## src/rtl/div_iter_pkg.sv

```systemverilog
package div_iter_pkg;

  // Opcode layout, MSB first: word form, unsigned, remainder select
  typedef struct packed {
    logic word;
    logic uns;
    logic rem;
  } div_op_t;

  typedef enum logic [1:0] {
    ST_IDLE = 2'd0,
    ST_RUN  = 2'd1,
    ST_FIX  = 2'd2
  } div_state_e;

endpackage

```

## src/rtl/div_operand_prep.sv

```systemverilog
module div_operand_prep
  import div_iter_pkg::*;
#(
  parameter int XLEN = 64,
  parameter int WLEN = 32
) (
  input  div_op_t             op_i,
  input  logic [XLEN-1:0]     dividend_i,
  input  logic [XLEN-1:0]     divisor_i,
  output logic [XLEN-1:0]     mag_dvd_o,
  output logic [XLEN-1:0]     mag_dvs_o,
  output logic                neg_quo_o,
  output logic                neg_rem_o
);

  logic [XLEN-1:0] sx_a, sx_b, zx_a, zx_b;
  logic [XLEN-1:0] ext_a, ext_b;
  logic [XLEN-1:0] dvs_sub;
  logic [XLEN-1:0] min_val;
  logic [XLEN-1:0] one_val;
  logic            is_signed;
  logic            ovf_case;
  logic            zero_case;
  logic            neg_a;
  logic            neg_b;

  // Short-form operand extension; a full-width word form passes through
  generate
    if (WLEN < XLEN) begin : g_narrow
      assign sx_a = {{(XLEN-WLEN){dividend_i[WLEN-1]}}, dividend_i[WLEN-1:0]};
      assign sx_b = {{(XLEN-WLEN){divisor_i[WLEN-1]}},  divisor_i[WLEN-1:0]};
      assign zx_a = {{(XLEN-WLEN){1'b0}}, dividend_i[WLEN-1:0]};
      assign zx_b = {{(XLEN-WLEN){1'b0}}, divisor_i[WLEN-1:0]};
    end else begin : g_full
      assign sx_a = dividend_i;
      assign sx_b = divisor_i;
      assign zx_a = dividend_i;
      assign zx_b = divisor_i;
    end
  endgenerate

  assign min_val   = {1'b1, {(XLEN-1){1'b0}}};
  assign one_val   = {{(XLEN-1){1'b0}}, 1'b1};
  assign is_signed = ~op_i.uns;

  always_comb begin
    if (op_i.word) begin
      ext_a = op_i.uns ? zx_a : sx_a;
      ext_b = op_i.uns ? zx_b : sx_b;
    end else begin
      ext_a = dividend_i;
      ext_b = divisor_i;
    end
  end

  // Divisor substitution: overflow pair (signed full width only) or zero
  always_comb begin
    ovf_case  = is_signed & ~op_i.word & (dividend_i == min_val) & (&divisor_i);
    zero_case = (ext_b == '0);
    dvs_sub   = (ovf_case | zero_case) ? one_val : ext_b;
  end

  always_comb begin
    neg_a     = is_signed & ext_a[XLEN-1];
    neg_b     = is_signed & dvs_sub[XLEN-1];
    mag_dvd_o = neg_a ? (~ext_a + one_val) : ext_a;
    mag_dvs_o = neg_b ? (~dvs_sub + one_val) : dvs_sub;
    neg_quo_o = neg_a ^ neg_b;
    neg_rem_o = neg_a;
  end

endmodule

```

## src/rtl/div_restoring_core.sv

```systemverilog
module div_restoring_core #(
  parameter int XLEN = 64
) (
  input  logic            clk,
  input  logic            rst_n,
  input  logic            load_i,
  input  logic            step_i,
  input  logic [XLEN-1:0] dvd_i,
  input  logic [XLEN-1:0] dvs_i,
  output logic [XLEN-1:0] quo_o,
  output logic [XLEN-1:0] rem_o
);

  localparam int TW = XLEN + 2;

  logic [XLEN-1:0] quo_q, quo_d;
  logic [XLEN-1:0] rem_q, rem_d;
  logic [XLEN-1:0] dvs_q, dvs_d;
  logic [TW-1:0]   trial;
  logic            fits;
  logic            reg_en;

  // One restoring step: shift in next dividend bit, try to subtract
  always_comb begin
    trial = {1'b0, rem_q, quo_q[XLEN-1]} - {2'b00, dvs_q};
    fits  = ~trial[TW-1];
  end

  always_comb begin
    quo_d = quo_q;
    rem_d = rem_q;
    dvs_d = dvs_q;
    if (load_i) begin
      quo_d = dvd_i;
      rem_d = '0;
      dvs_d = dvs_i;
    end else if (step_i) begin
      quo_d = {quo_q[XLEN-2:0], fits};
      rem_d = fits ? trial[XLEN-1:0] : {rem_q[XLEN-2:0], quo_q[XLEN-1]};
    end
  end

  assign reg_en = load_i | step_i;

  always_ff @(posedge clk or negedge rst_n) begin
    if (!rst_n) begin
      quo_q <= '0;
      rem_q <= '0;
      dvs_q <= '0;
    end else if (reg_en) begin
      quo_q <= quo_d;
      rem_q <= rem_d;
      dvs_q <= dvs_d;
    end
  end

  assign quo_o = quo_q;
  assign rem_o = rem_q;

endmodule

```

## src/rtl/div_result_fix.sv

```systemverilog
module div_result_fix
  import div_iter_pkg::*;
#(
  parameter int XLEN = 64,
  parameter int WLEN = 32
) (
  input  div_op_t         op_i,
  input  logic            neg_quo_i,
  input  logic            neg_rem_i,
  input  logic [XLEN-1:0] quo_i,
  input  logic [XLEN-1:0] rem_i,
  output logic [XLEN-1:0] result_o
);

  logic [XLEN-1:0] pick;
  logic            neg;
  logic [XLEN-1:0] signed_val;
  logic [XLEN-1:0] word_val;

  always_comb begin
    pick       = op_i.rem ? rem_i : quo_i;
    neg        = op_i.rem ? neg_rem_i : neg_quo_i;
    signed_val = neg ? (~pick + {{(XLEN-1){1'b0}}, 1'b1}) : pick;
  end

  generate
    if (WLEN < XLEN) begin : g_wsext
      assign word_val = {{(XLEN-WLEN){signed_val[WLEN-1]}}, signed_val[WLEN-1:0]};
    end else begin : g_wfull
      assign word_val = signed_val;
    end
  endgenerate

  assign result_o = op_i.word ? word_val : signed_val;

endmodule

```

## src/rtl/div_iter.sv

```systemverilog
module div_iter
  import div_iter_pkg::*;
#(
  parameter int XLEN = 64,
  parameter int WLEN = 32
) (
  input  logic            clk,
  input  logic            rst_n,
  input  logic            start_i,
  input  logic [2:0]      op_i,
  input  logic [XLEN-1:0] dividend_i,
  input  logic [XLEN-1:0] divisor_i,
  output logic            busy_o,
  output logic            done_o,
  output logic [XLEN-1:0] result_o
);

  localparam int CNT_W = (XLEN > 1) ? $clog2(XLEN) : 1;
  localparam logic [CNT_W-1:0] CNT_LAST = CNT_W'(XLEN - 1);

  div_state_e      state_q, state_d;
  logic [CNT_W-1:0] cnt_q, cnt_d;
  div_op_t         op_in;
  div_op_t         op_q;
  logic            nq_q, nr_q;
  logic [XLEN-1:0] result_q, result_d;
  logic            done_q, done_d;

  logic [XLEN-1:0] mag_dvd, mag_dvs;
  logic            neg_quo, neg_rem;
  logic [XLEN-1:0] core_quo, core_rem;
  logic [XLEN-1:0] fixed;

  logic            accept;
  logic            step;
  logic            cnt_en;
  logic            res_en;

  assign op_in  = div_op_t'(op_i);
  assign accept = start_i & (state_q == ST_IDLE);
  assign step   = (state_q == ST_RUN);
  assign cnt_en = accept | step;
  assign res_en = (state_q == ST_FIX);

  div_operand_prep #(.XLEN(XLEN), .WLEN(WLEN)) u_prep (
    .op_i       (op_in),
    .dividend_i (dividend_i),
    .divisor_i  (divisor_i),
    .mag_dvd_o  (mag_dvd),
    .mag_dvs_o  (mag_dvs),
    .neg_quo_o  (neg_quo),
    .neg_rem_o  (neg_rem)
  );

  div_restoring_core #(.XLEN(XLEN)) u_core (
    .clk    (clk),
    .rst_n  (rst_n),
    .load_i (accept),
    .step_i (step),
    .dvd_i  (mag_dvd),
    .dvs_i  (mag_dvs),
    .quo_o  (core_quo),
    .rem_o  (core_rem)
  );

  div_result_fix #(.XLEN(XLEN), .WLEN(WLEN)) u_fix (
    .op_i      (op_q),
    .neg_quo_i (nq_q),
    .neg_rem_i (nr_q),
    .quo_i     (core_quo),
    .rem_i     (core_rem),
    .result_o  (fixed)
  );

  // Next-state logic
  always_comb begin
    state_d  = state_q;
    cnt_d    = cnt_q;
    result_d = result_q;
    done_d   = 1'b0;
    unique case (state_q)
      ST_IDLE: begin
        if (start_i) begin
          state_d = ST_RUN;
          cnt_d   = '0;
        end
      end
      ST_RUN: begin
        cnt_d = cnt_q + 1'b1;
        if (cnt_q == CNT_LAST) begin
          state_d = ST_FIX;
        end
      end
      ST_FIX: begin
        result_d = fixed;
        done_d   = 1'b1;
        state_d  = ST_IDLE;
      end
      default: state_d = ST_IDLE;
    endcase
  end

  // Registers
  always_ff @(posedge clk or negedge rst_n) begin
    if (!rst_n) begin
      state_q <= ST_IDLE;
      done_q  <= 1'b0;
    end else begin
      state_q <= state_d;
      done_q  <= done_d;
    end
  end

  always_ff @(posedge clk or negedge rst_n) begin
    if (!rst_n) begin
      cnt_q <= '0;
    end else if (cnt_en) begin
      cnt_q <= cnt_d;
    end
  end

  always_ff @(posedge clk or negedge rst_n) begin
    if (!rst_n) begin
      op_q <= '0;
      nq_q <= 1'b0;
      nr_q <= 1'b0;
    end else if (accept) begin
      op_q <= op_in;
      nq_q <= neg_quo;
      nr_q <= neg_rem;
    end
  end

  always_ff @(posedge clk or negedge rst_n) begin
    if (!rst_n) begin
      result_q <= '0;
    end else if (res_en) begin
      result_q <= result_d;
    end
  end

  assign busy_o   = (state_q != ST_IDLE);
  assign done_o   = done_q;
  assign result_o = result_q;

endmodule

```

## config.mk

```make
export PLATFORM = sky130hd
export DESIGN_NAME = div_iter
export DESIGN_NICKNAME = d
export VERILOG_FILES = /design/src/rtl/div_iter_pkg.sv /design/src/rtl/div_operand_prep.sv /design/src/rtl/div_restoring_core.sv /design/src/rtl/div_result_fix.sv /design/src/rtl/div_iter.sv
export SDC_FILE = /design/constraint.sdc
export NUM_CORES = 1
export LEC_CHECK = 0
export ABC_AREA = 0
export BUFFER_PORTS_ARGS = -buffer_cell sky130_fd_sc_hd__buf_2
export CORE_MARGIN = 2
export CORE_UTILIZATION = 61
export DETAILED_ROUTE_END_ITERATION = 8
export GPL_ROUTABILITY_DRIVEN = 1
export PLACE_DENSITY_LB_ADDON = 0.15
export SLEW_MARGIN = 15
export SYNTH_ARGS = -nofsm -noshare
export SYNTH_HDL_FRONTEND = slang
export SYNTH_SLANG_ARGS = --single-unit
```

## constraint.sdc

```tcl
create_clock -name clk -period 5.65 [get_ports clk]
set_clock_uncertainty 0.2 [all_clocks]
set_input_delay 0.2825 -clock clk [delete_from_list [all_inputs] [get_ports clk]]
set_output_delay 0.2825 -clock clk [all_outputs]
set_load 0.01 [all_outputs]
```

# == Word level (Yosys, flattened, before mapping) ==
# Cells that the tools add are included.
# Widths: inputs -> output; s select.
# word_totals
memories,0
wordCells,69
output_inout_bits,66
ram_bits,0
latch_bits,0
inputBits,134
register_bits,269
romBits,0
# op_classes
reduce_logical,10
n_shift,0
order_cmp,0
muxes,22
addsub,5
n_eq_ne,6
n_mul,0
n_bitwise,15
div,0
# ops
operator,n
$mux 64,15
$add 64x1->64 const B,3
$not 64->64,3
$sub 65x64->66,1
$eq 64x64->1 const B,1
$logic_not 64->1,1
$reduce_and 64->1,1
$pmux 6 s2,1
$add 6x1->6 const B,1
$and 1x1->1,6
$eq 6x6->1 const B,1
$mux 6,1
$reduce_and 2->1,3
$reduce_bool 2->1,3
$mux 2,2
$ne 2x2->1 const B,2
$pmux 2 s2,1
$not 1->1,3
$reduce_and 3->1,1
$eq 2x1->1 const B,1
$eq 2x2->1 const B,1
$logic_not 2->1,1
$mux 1,2
$or 1x1->1,2
$xor 1x1->1,1

# == Logic depth before layout (Yosys ltp) ==
# Gate-level depths: netlist of run 1.
# depth
word_depth,9
depth_mapped,21
depth_no_buf,18

# == Modules after synthesis ==
# Synthesis of run 1 repeated with hierarchy kept, for this count alone.
# unflattened
cells_unflattened,2936
hier_area_um2,23711.5
# by_module_without_submodules
module,area_per_inst_um2,n_inst,seq_area_each_um2,cells_per_inst
div_restoring_core,12767.2,1,4804.6,1548
div_operand_prep,4277.9,1,0.0,683
div_result_fix,3671.0,1,0.0,519
div_iter,2995.4,1,1951.9,186

# == Least setup slack after synthesis of run 1 ==
# OpenSTA, ideal clock, no wires.
# synth_path
path_type,reg2reg
from,register op_q[0] (netlist bit)
to,register result_q[56] (netlist: result_o[56])
period_less_slack_ns,4.716
path_slack_ns,0.934
setup_ns,0.121
path_buffers,9
path_stages_with_launch,22
arrival_ns,4.395
required_ns,5.329
cell_sequence,dfrtp_1 buf_4 buf_6 buf_2 buf_4 buf_2 buf_2 buf_2 buf_2 mux2i_1 ha_1 o2111ai_1 nor3_1 and3b_1 clkbuf_1 nand3b_1 or2_2 nor2_1 a21oi_1 xor2_1 nor2_1 o22a_1
# synth_via
elab_chain_len,5
word_cells_on_any_way,6
cone_classes,1 x add/sub; 4 x mux; 1 x bitwise
# synth_lines
element,line,source
"start, declared",div_iter.sv:24,div_op_t op_q;
"start signal, assigned",div_iter.sv:128,op_q <= op_in;
$mux 64,div_result_fix.sv:21,pick = op_i.rem ? rem_i : quo_i;
$not 64->64,div_result_fix.sv:23,"signed_val = neg ? (~pick + {{(XLEN-1){1'b0}}, 1'b1}) : pick;"
$add 64x1->64,div_result_fix.sv:23,
$mux 64 (*),div_result_fix.sv:23,
$mux 64 (*),div_result_fix.sv:34,assign result_o = op_i.word ? word_val : signed_val;
"end signal, assigned",div_iter.sv:138,result_q <= result_d;
"end, declared",div_iter.sv:26,"logic [XLEN-1:0] result_q, result_d;"
# Every way passes the cells marked *; elsewhere a longest branch is shown, timed or not.
# A chain may end at the register's enable or synchronous reset.

# == Worst setup path in the final report of run 1 ==
# layout_path
from,input port dividend_i[19]
to,register u_core.dvs_q[52]
# layout_via
elab_chain_len,8
word_cells_on_any_way,9
cone_classes,1 x add/sub; 1 x eq/ne; 2 x mux; 5 x bitwise
# layout_lines
element,line,source
"start, declared",div_iter.sv:11,"input logic [XLEN-1:0] dividend_i,"
$eq 64x64->1 (*),div_operand_prep.sv:58,ovf_case = is_signed & ~op_i.word & (dividend_i == min_val) & (&divisor_i);
$and 1x1->1 (*) (2 in series),div_operand_prep.sv:58,
$or 1x1->1 (*),div_operand_prep.sv:60,dvs_sub = (ovf_case | zero_case) ? one_val : ext_b;
$mux 64 (*),div_operand_prep.sv:60,
$not 64->64,div_operand_prep.sv:67,mag_dvs_o = neg_b ? (~dvs_sub + one_val) : dvs_sub;
$add 64x1->64,div_operand_prep.sv:67,
$mux 64 (*),div_operand_prep.sv:67,
"end signal, assigned",div_restoring_core.sv:53,dvs_q <= dvs_d;
"end, declared",div_restoring_core.sv:18,"logic [XLEN-1:0] dvs_q, dvs_d;"
# Marks and branches as above.

==> summary.md, run 1 <==
| Metric | Value |
|---|---|
| Hold Violations, Final | `0` |
| Crit-path max FO | `6` |
| Top FF cell, synth | `dfrtp_1` |
| Layout overhead on the synthesized area | `17.5%` |
| Status | `finished clean` |
| Main combinational cell family by area after synthesis | `compound AO/OA/AOI/OAI gates` |
| Site Rows | `68` |
| Pwr dens | `558 mW/mm^2` |
| Seq/Total Area, Yosys | `between 30% and 40%` |
| DRT iter0 DRCs | `~2,400` |
| Simple-gate area share of the yosys netlist | `roughly 20%` |
| CTS buffer count | `30` |
| XOR/XNOR Fraction of Synth Area | `a little under a tenth` |
| CTS H-tree depth | `1` |
| CP endpoint kind | `flip-flop` |
| Seq pwr share | `between 20% and 30%` |
| Max Fclk | `about 190 MHz` |
| CP required | `5900 ps` |
| Critical path class | `input pin to flip-flop` |
| PnR worst setup slack | `approximately 400 ps` |
| WP buf/inv | `3` |
| Number of global-route vias before repair | `approximately 21,000` |
| GRT Residual Overflow | `0` |
| Part of the power in combinational logic | `~57%` |
| Die area | `between 0.03 and 0.04 mm^2` |
| Setup_tns | `0 ps` |
| I/O pin cnt | `200` |
| Die X | `190 um` |
| Synthesized cell area | `between 0.02 and 0.025 mm^2` |
| Die H | `roughly 190 um` |
| Initial antenna violation count | `1` |
| Starting Density | `61.6%` |
| Startpoint types | `input pin` |
| CTS tree | `built` |
| Syn_nets | `approximately 2,900` |
| Clock buffer depth | `3` |
| First-pass GRT wire length | `114 mm` |
| Post-synthesis adder-cell area fraction | `under 10%` |
| Critical Path, Cell by Cell | `dlygate4sd3_1 > buf_2 > or4_4 > or3_1 > nor4_1 > buf_4 > and3_1 > nand2_1 > o21a_1 > nand2_1 > ha_1 > nand3b_1 > or4_4 > nor2_4 > nand2_2 > nor2_4 > nand4_2 > o41ai_2 > xnor2_1 > o21ai_1` |
| Share of the synthesized area in the top cell type | `a little under a third` |
| Crit-path slowest cell | `dlygate4sd3_1` |
| Port bufs | `~200` |
| Most frequent cell after synthesis | `nand2_1` |
| RSZ-0062 raised after global routing | `false` |
| GRT Util Overall | `roughly two fifths` |
| Place WS | `around 510 ps` |
| Crit path largest cell delay | `about 540 ps` |
| Post-CTS Setup Bufs | `0` |
| Peak VDD IR | `approximately 0.37 mV` |
| Share of post-route cells with drive strength above 1 | `12.1%` |
| Worst-margin pin slew | `~1100 ps` |
| Pin count of the biggest net entering global routing | `130` |
| Placer Congestion | `between 0.9 and 1` |
| Crit path max-delay family | `simple AND/OR/NAND/NOR gates` |
| CTS resizes | `0` |
| Vias post-DR | `roughly 22,000` |
| Max Slew Vio Count | `0` |
| Seq cells post-synth | `between 200 and 300` |
| Via density | `approximately 6.4` |
| Relative slew margins | `around 25%` |
| Syn Inst Count | `between 2,000 and 3,000` |
| Clock network latency to the later pin of the worst-skew pair | `slightly above 600 ps` |
| Library cell with the largest summed area after synthesis | `dfrtp_1` |
| 1st-pass router iterations | `6` |
| Mux cell area share after synthesis | `between 4 and 5%` |
| Hold Path Class | `input pin to flip-flop` |
| Commonest cells in the netlist | `nand2_1, o21ai_0, dfrtp_1` |
| Syn avg cell area | `roughly 8 um^2` |
| Root Driver | `clkbuf_16` |
| Yosys cell types | `86` |
| Yosys warning count | `0` |
| Sw Ratio | `a little under half` |
| Max-cap violations | `0` |
| Share of the clock period used by the worst path | `between 90 and 100%` |
| Fin crit period | `approximately 5200 ps` |
| DR DRC count | `0` |
| Nets | `between 3,000 and 4,000` |
| Post-DP HPWL | `51.6 mm` |
| Clock sink count | `269` |
| Post-DRT Antenna Nets | `0` |
| Area contributors post-synth | `dfrtp_1, o21ai_0, nand2_1` |
| Clock power share | `roughly 16%` |
| Switching Power | `roughly 6.5 mW` |
| Fraction of registers with async set/reset | `between 90% and 100%` |
| Pleak | `around 10 nW` |
| Post-synth EDFFs | `0` |
| Compound-gate portion of the synthesized area | `around a quarter` |
| DR WL/cell | `21.2 um` |
| Clock-pin slew on the worst setup and hold paths | `~70 ps` |
| Routed wire length | `around 72 mm` |
| Setup violators final | `0` |
| WP data arrival | `5500 ps` |
| Int Pwr | `between 7 and 8 mW` |
| Core footprint | `roughly 0.034 mm^2` |
cell type report:
| class | instances | area (um^2) |
|---|---|---|
| antenna | 2 | 5.00 |
| clock buffer | 35 | 820 |
| clock inverter | 20 | 334 |
| fill | 2647 | 9480 |
| inverter | 104 | 390 |
| multi-input combinational | 2173 | 13400 |
| sequential | 269 | 6740 |
| tap | 455 | 569 |
| timing repair buffer | 361 | 2570 |
repair_timing:
item,CTS,global route
hold buffers,121,0
endpoints found under the setup margin,0,0
hold endpoints to repair,179,0
cell families (layout without fill, tap and decap cells):
group                    after synthesis  after routing
adder cells (fa/ha/maj)               69             69
flip-flops                           269            269
multiplexers                          94             94
XOR/XNOR                             225            225
buffers and inverters                270            520
AO/OA/AOI/OAI                        859            859
other                                  0              2
AND/OR/NAND/NOR                      926            926
routing by layer:
metal	vias up	track usage (%)	wire (um)
met5	-	0	0
met4	0	12.9	2540
met3	198	6.84	7690
met2	1355	61.0	31700
met1	10332	56.5	30500
li1	10137	-	-
sequential cells by signal, summed over array words and instances, names as in the netlist:
name	cells
cnt_q	6
done_o	1
nq_q	1
nr_q	1
op_q	2
result_o	64
state_q	2
u_core.dvs_q	64
u_core.quo_o	64
u_core.rem_o	64
per-stage QoR:
| stage | std cells | util, % | power [mW] | area (um^2) | hold slack (ps) |
|---|---|---|---|---|---|
| 6_report | 3419 | 72.4 | 13.8 | 24800 | 10.6 |
| 3_3_place_gp | 3241 | 65.5 | 11.0 | 22400 | 92.0 |
| 2_1_floorplan | 2712 | - | 9.14 | 21100 | -213 |
| 5_1_grt | 3417 | 72.3 | 14.8 | 24800 | 30.1 |
| 4_1_cts | 3417 | 72.3 | 13.6 | 24800 | 0.803 |
| 3_5_place_dp | 3241 | 65.5 | 11.2 | 22400 | 109 |
final timing paths:
path,cells after the start,slack (ps),start,to
setup / recovery,20,410,dividend_i[19],u_core.dvs_q[52]
hold / removal,4,10,dividend_i[57],u_core.quo_o[57]
setup reg to reg,16,940,u_core.quo_o[63],u_core.rem_o[52]
hold reg to reg,2,280,u_core.dvs_q[25],u_core.dvs_q[25]
max in group asynchronous,3,3930,rst_n,result_o[55]
min in group asynchronous,2,40,rst_n,result_o[2]
power groups by stage:
stage                     combinational [mW]  sequential (mW)  clock [mW]
after global routing                    8.81             3.68        2.35
after floorplan                         6.01             3.14           0
after CTS                               7.77             3.56        2.28
after detailed placement                7.64             3.58           0
final                                   7.95             3.63        2.27
after global placement                  7.46             3.54           0
tightest hold or removal path, cell delays in order:
cell,delay (ps)
buf_2,130
a31oi_1,90
a21oi_1,220
a31oi_1,60
cells in the final DEF (no fill, tap or decap), types with 62 or more instances in the layout:
| cell type | instances |
|---|---|
| a31oi_1 | 82 |
| mux2i_1 | 81 |
| xor2_1 | 101 |
| nand2_1 | 396 |
| nor2_1 | 217 |
| dlygate4sd3_1 | 121 |
| inv_1 | 103 |
| buf_2 | 198 |
| nor3_1 | 62 |
| ha_1 | 68 |
| o21ai_0 | 298 |
| dfrtp_1 | 268 |
| a21oi_1 | 186 |
| xnor2_1 | 124 |
No activity file was read; power rests on OpenSTA's default activity.
==> inputs of run 2 (changes only) <==
- REMOVE_ABC_BUFFERS: unset -> 1
==> summary.md, run 2 (same netlist as run 1, synthesis figures left out) <==
| Metric | Value |
|---|---|
| Worst-margin pin slew | `1170 ps (+52.3 ps)` |
| Critical path class | `input pin to flip-flop` |
| Hold Path Sink | `u_core.quo_o[53]` |
| Clock buffer depth | `3 (unchanged)` |
| RSZ-0062 raised after global routing | `false` |
| Via density | `6.40 (-0.58%)` |
| DR WL/cell | `20.7 um (-2.1%)` |
| Number of global-route vias before repair | `21,002 (+1.2%)` |
| Pleak | `10.5 nW (+0.12%)` |
| Share of post-route cells with drive strength above 1 | `12.5% (+0.37 points)` |
| Vias post-DR | `21,940 (-0.37%)` |
| Relative slew margins | `22.2% (-3.2 points)` |
| Max Fclk | `183 MHz (-3.9%)` |
| Footprint of the multi-input gates | `0.0134 mm^2 (+0.35%)` |
| Nets | `3,148 (+0.19%)` |
| Core footprint | `0.0343 mm^2 (unchanged)` |
| DR DRC count | `0 (unchanged)` |
| CTS tree | `built` |
| Status | `finished clean` |
| Site Rows | `68 (unchanged)` |
| Crit path max-delay family | `simple AND/OR/NAND/NOR gates` |
| Switching Power | `6.50 mW (-0.66%)` |
| Die H | `190 um (unchanged)` |
| CP endpoint kind | `flip-flop` |
| Hold Violations, Final | `0 (unchanged)` |
| Die area | `0.0361 mm^2 (unchanged)` |
| Crit-path slowest cell | `or4_1` |
| Commonest non-fill, non-tap cells in the layout | `nand2_1, o21ai_0, dfrtp_1, nor2_1, buf_2` |
| GRT Util Overall | `38.9% (-0.67 points)` |
| Seq pwr share | `26.0% (-0.2 points)` |
| Max-cap violations | `0 (unchanged)` |
| Place WS | `573 ps (+60.5 ps)` |
| Critical Path, Cell by Cell | `dlygate4sd3_1 > buf_2 > or4_1 > or3_4 > nor2_2 > nand3_2 > or4_1 > o21a_2 > nand2_1 > ha_1 > nand3b_1 > or4_4 > nor2_4 > nand2_2 > nor2_4 > nand4_2 > o41ai_2 > xnor2_1 > dlygate4sd3_1 > o21ai_1` |
| Post-DRT Antenna Nets | `0 (unchanged)` |
| Placer Congestion | `1.01 (+0.87%)` |
| Part of the power in combinational logic | `57.5% (about the same)` |
| Hold Path Class | `input pin to flip-flop` |
| Starting Density | `61.6% (unchanged)` |
| Share of the clock period used by the worst path | `96.6% (+3.8 points)` |
| I/O pin cnt | `200 (unchanged)` |
| Setup_tns | `0 ps (unchanged)` |
| Fin crit period | `5460 ps (+215 ps)` |
| Port bufs | `199 (unchanged)` |
| GRT Residual Overflow | `0 (unchanged)` |
| Hold path start | `dividend_i[53]` |
| Routed wire length | `71.0 mm (-1.9%)` |
| WP data arrival | `5720 ps (+220 ps)` |
| Clock network latency to the later pin of the worst-skew pair | `610 ps (about the same)` |
| Register area | `0.00674 mm^2 (unchanged)` |
| 1st-pass router iterations | `7 (+1)` |
| Hold Crit Depth | `4 (unchanged)` |
| WP buf/inv | `3 (unchanged)` |
| Crit-path max FO | `8 (+2)` |
| Root Driver | `clkbuf_16` |
| Pin count of the biggest net entering global routing | `131 (+0.77%)` |
| CTS H-tree depth | `1 (unchanged)` |
| Core Util, Final | `72.6% (+0.25 points)` |
| Commonest non-fill, non-tap cell in the layout | `nand2_1` |
| Fillers | `2,654 (+0.26%)` |
| Setup violators final | `0 (unchanged)` |
| Int Pwr | `7.26 mW (-0.56%)` |
| Crit path largest cell delay | `590 ps (+50 ps)` |
| CTS buffer count | `31 (+3.3%)` |
| Peak VDD IR | `0.411 mV (+11%)` |
| Post-DP HPWL | `50.4 mm (-2.3%)` |
| Reg2Reg Capture Point | `result_o[59]` |
| Clock-pin slew on the worst setup and hold paths | `60 ps (about the same)` |
| R2R Path Start | `op_q[0]` |
| PnR worst setup slack | `190 ps (-215 ps)` |
| Sw Ratio | `47.2% (about the same)` |
| First-pass GRT wire length | `112 mm (-1.1%)` |
| Reg2reg setup slack | `1050 ps (+110 ps)` |
| Worst r2r path cells | `11 (-5)` |
| Startpoint types | `input pin` |
| Pwr dens | `553 mW/mm^2 (-0.95%)` |
| DRT iter0 DRCs | `2,457 (+2.6%)` |
| Initial antenna violation count | `0 (-1)` |
| Clock power share | `16.5% (about the same)` |
| Layout overhead on the synthesized area | `17.9%` |
| Clock sink count | `269 (unchanged)` |
| Max Slew Vio Count | `0 (unchanged)` |
| CP required | `5910 ps (about the same)` |
| Die X | `190 um (unchanged)` |
## run 2: cell count changes in the layout (fill, tap and decap cells not counted), moves of 2 or more
cell / before / now
dlygate4sd3_1: 121 / 127
nor4_2: 1 / 4
or3_1: 16 / 14
nor4_1: 28 / 25
or3_4: 1 / 3
clkinvlp_4: 2 / 4
buf_12: 4 / 2
## run 2: worst max-delay path by stage
stage	startpoint	end	slack [ps]	depth (start not counted)
final	divisor_i[11]	u_core.dvs_q[52]	190	20
after global routing	divisor_i[11]	u_core.dvs_q[52]	20	20
after CTS	dividend_i[13]	u_core.dvs_q[52]	90	21
after detailed placement	dividend_i[13]	u_core.dvs_q[60]	570	19
after global placement	dividend_i[19]	u_core.dvs_q[60]	650	19
after floorplan	state_q[1]	u_core.quo_o[11]	-220	4
## run 2: worst reg2reg max path, cell delays in order (launching register included)
cell and delay [ps]:
dfrtp_4 760, buf_4 640, mux2_2 450, nor2_1 230
o2111a_1 300, nand2_1 150, nor2_1 410, nor2_1 100
xnor2_1 270, nand2_2 270, nand2_1 490, o22a_1 260
## run 2: timing repair
action                                  CTS  global route
gates resized for setup                   0            11
hold buffers                            127             0
endpoints found under the setup margin    0             1
buffers inserted                          0             3
hold endpoints to repair                231             0
## run 2: final cells by class
cell class / instances / share of cell area, %
diodes: 1 / 0.0101
clock buffers: 35 / 3.34
clock inverters: 23 / 1.36
inverters: 104 / 1.57
multi-input cells: 2173 / 53.9
flip-flops and latches: 269 / 27.1
well taps: 455 / 2.29
repair buffers: 366 / 10.5
## run 2: per-layer routing
metal | track usage, % | wire [um] | up-vias
met3 | 6.97 | 7400 | 264
met1 | 54.1 | 29700 | 10261
li1 | - | - | 10148
met2 | 60.1 | 30500 | 1267
met5 | 0 | 0 | -
met4 | 15.7 | 3340 | 0
## run 2: power groups by stage
stage / sequential (mW) / combinational, mW / clock [mW]
2_1_floorplan: 3.24 / 5.90 / 0
3_3_place_gp: 3.50 / 7.42 / 0
3_5_place_dp: 3.53 / 7.60 / 0
4_1_cts: 3.51 / 7.74 / 2.29
5_1_grt: 3.64 / 8.82 / 2.36
6_report: 3.57 / 7.92 / 2.27
## run 2: through the flow
stage | std cells | power [mW] | area, um^2 | hold WS (ps)
floorplan | 2546 | 9.13 | 20400 | -213
global placement | 3237 | 10.9 | 22400 | 242
detailed placement | 3237 | 11.1 | 22400 | 259
CTS | 3422 | 13.5 | 24800 | 0.884
global route | 3425 | 14.8 | 24900 | 29.1
finish | 3426 | 13.8 | 24900 | 9.22
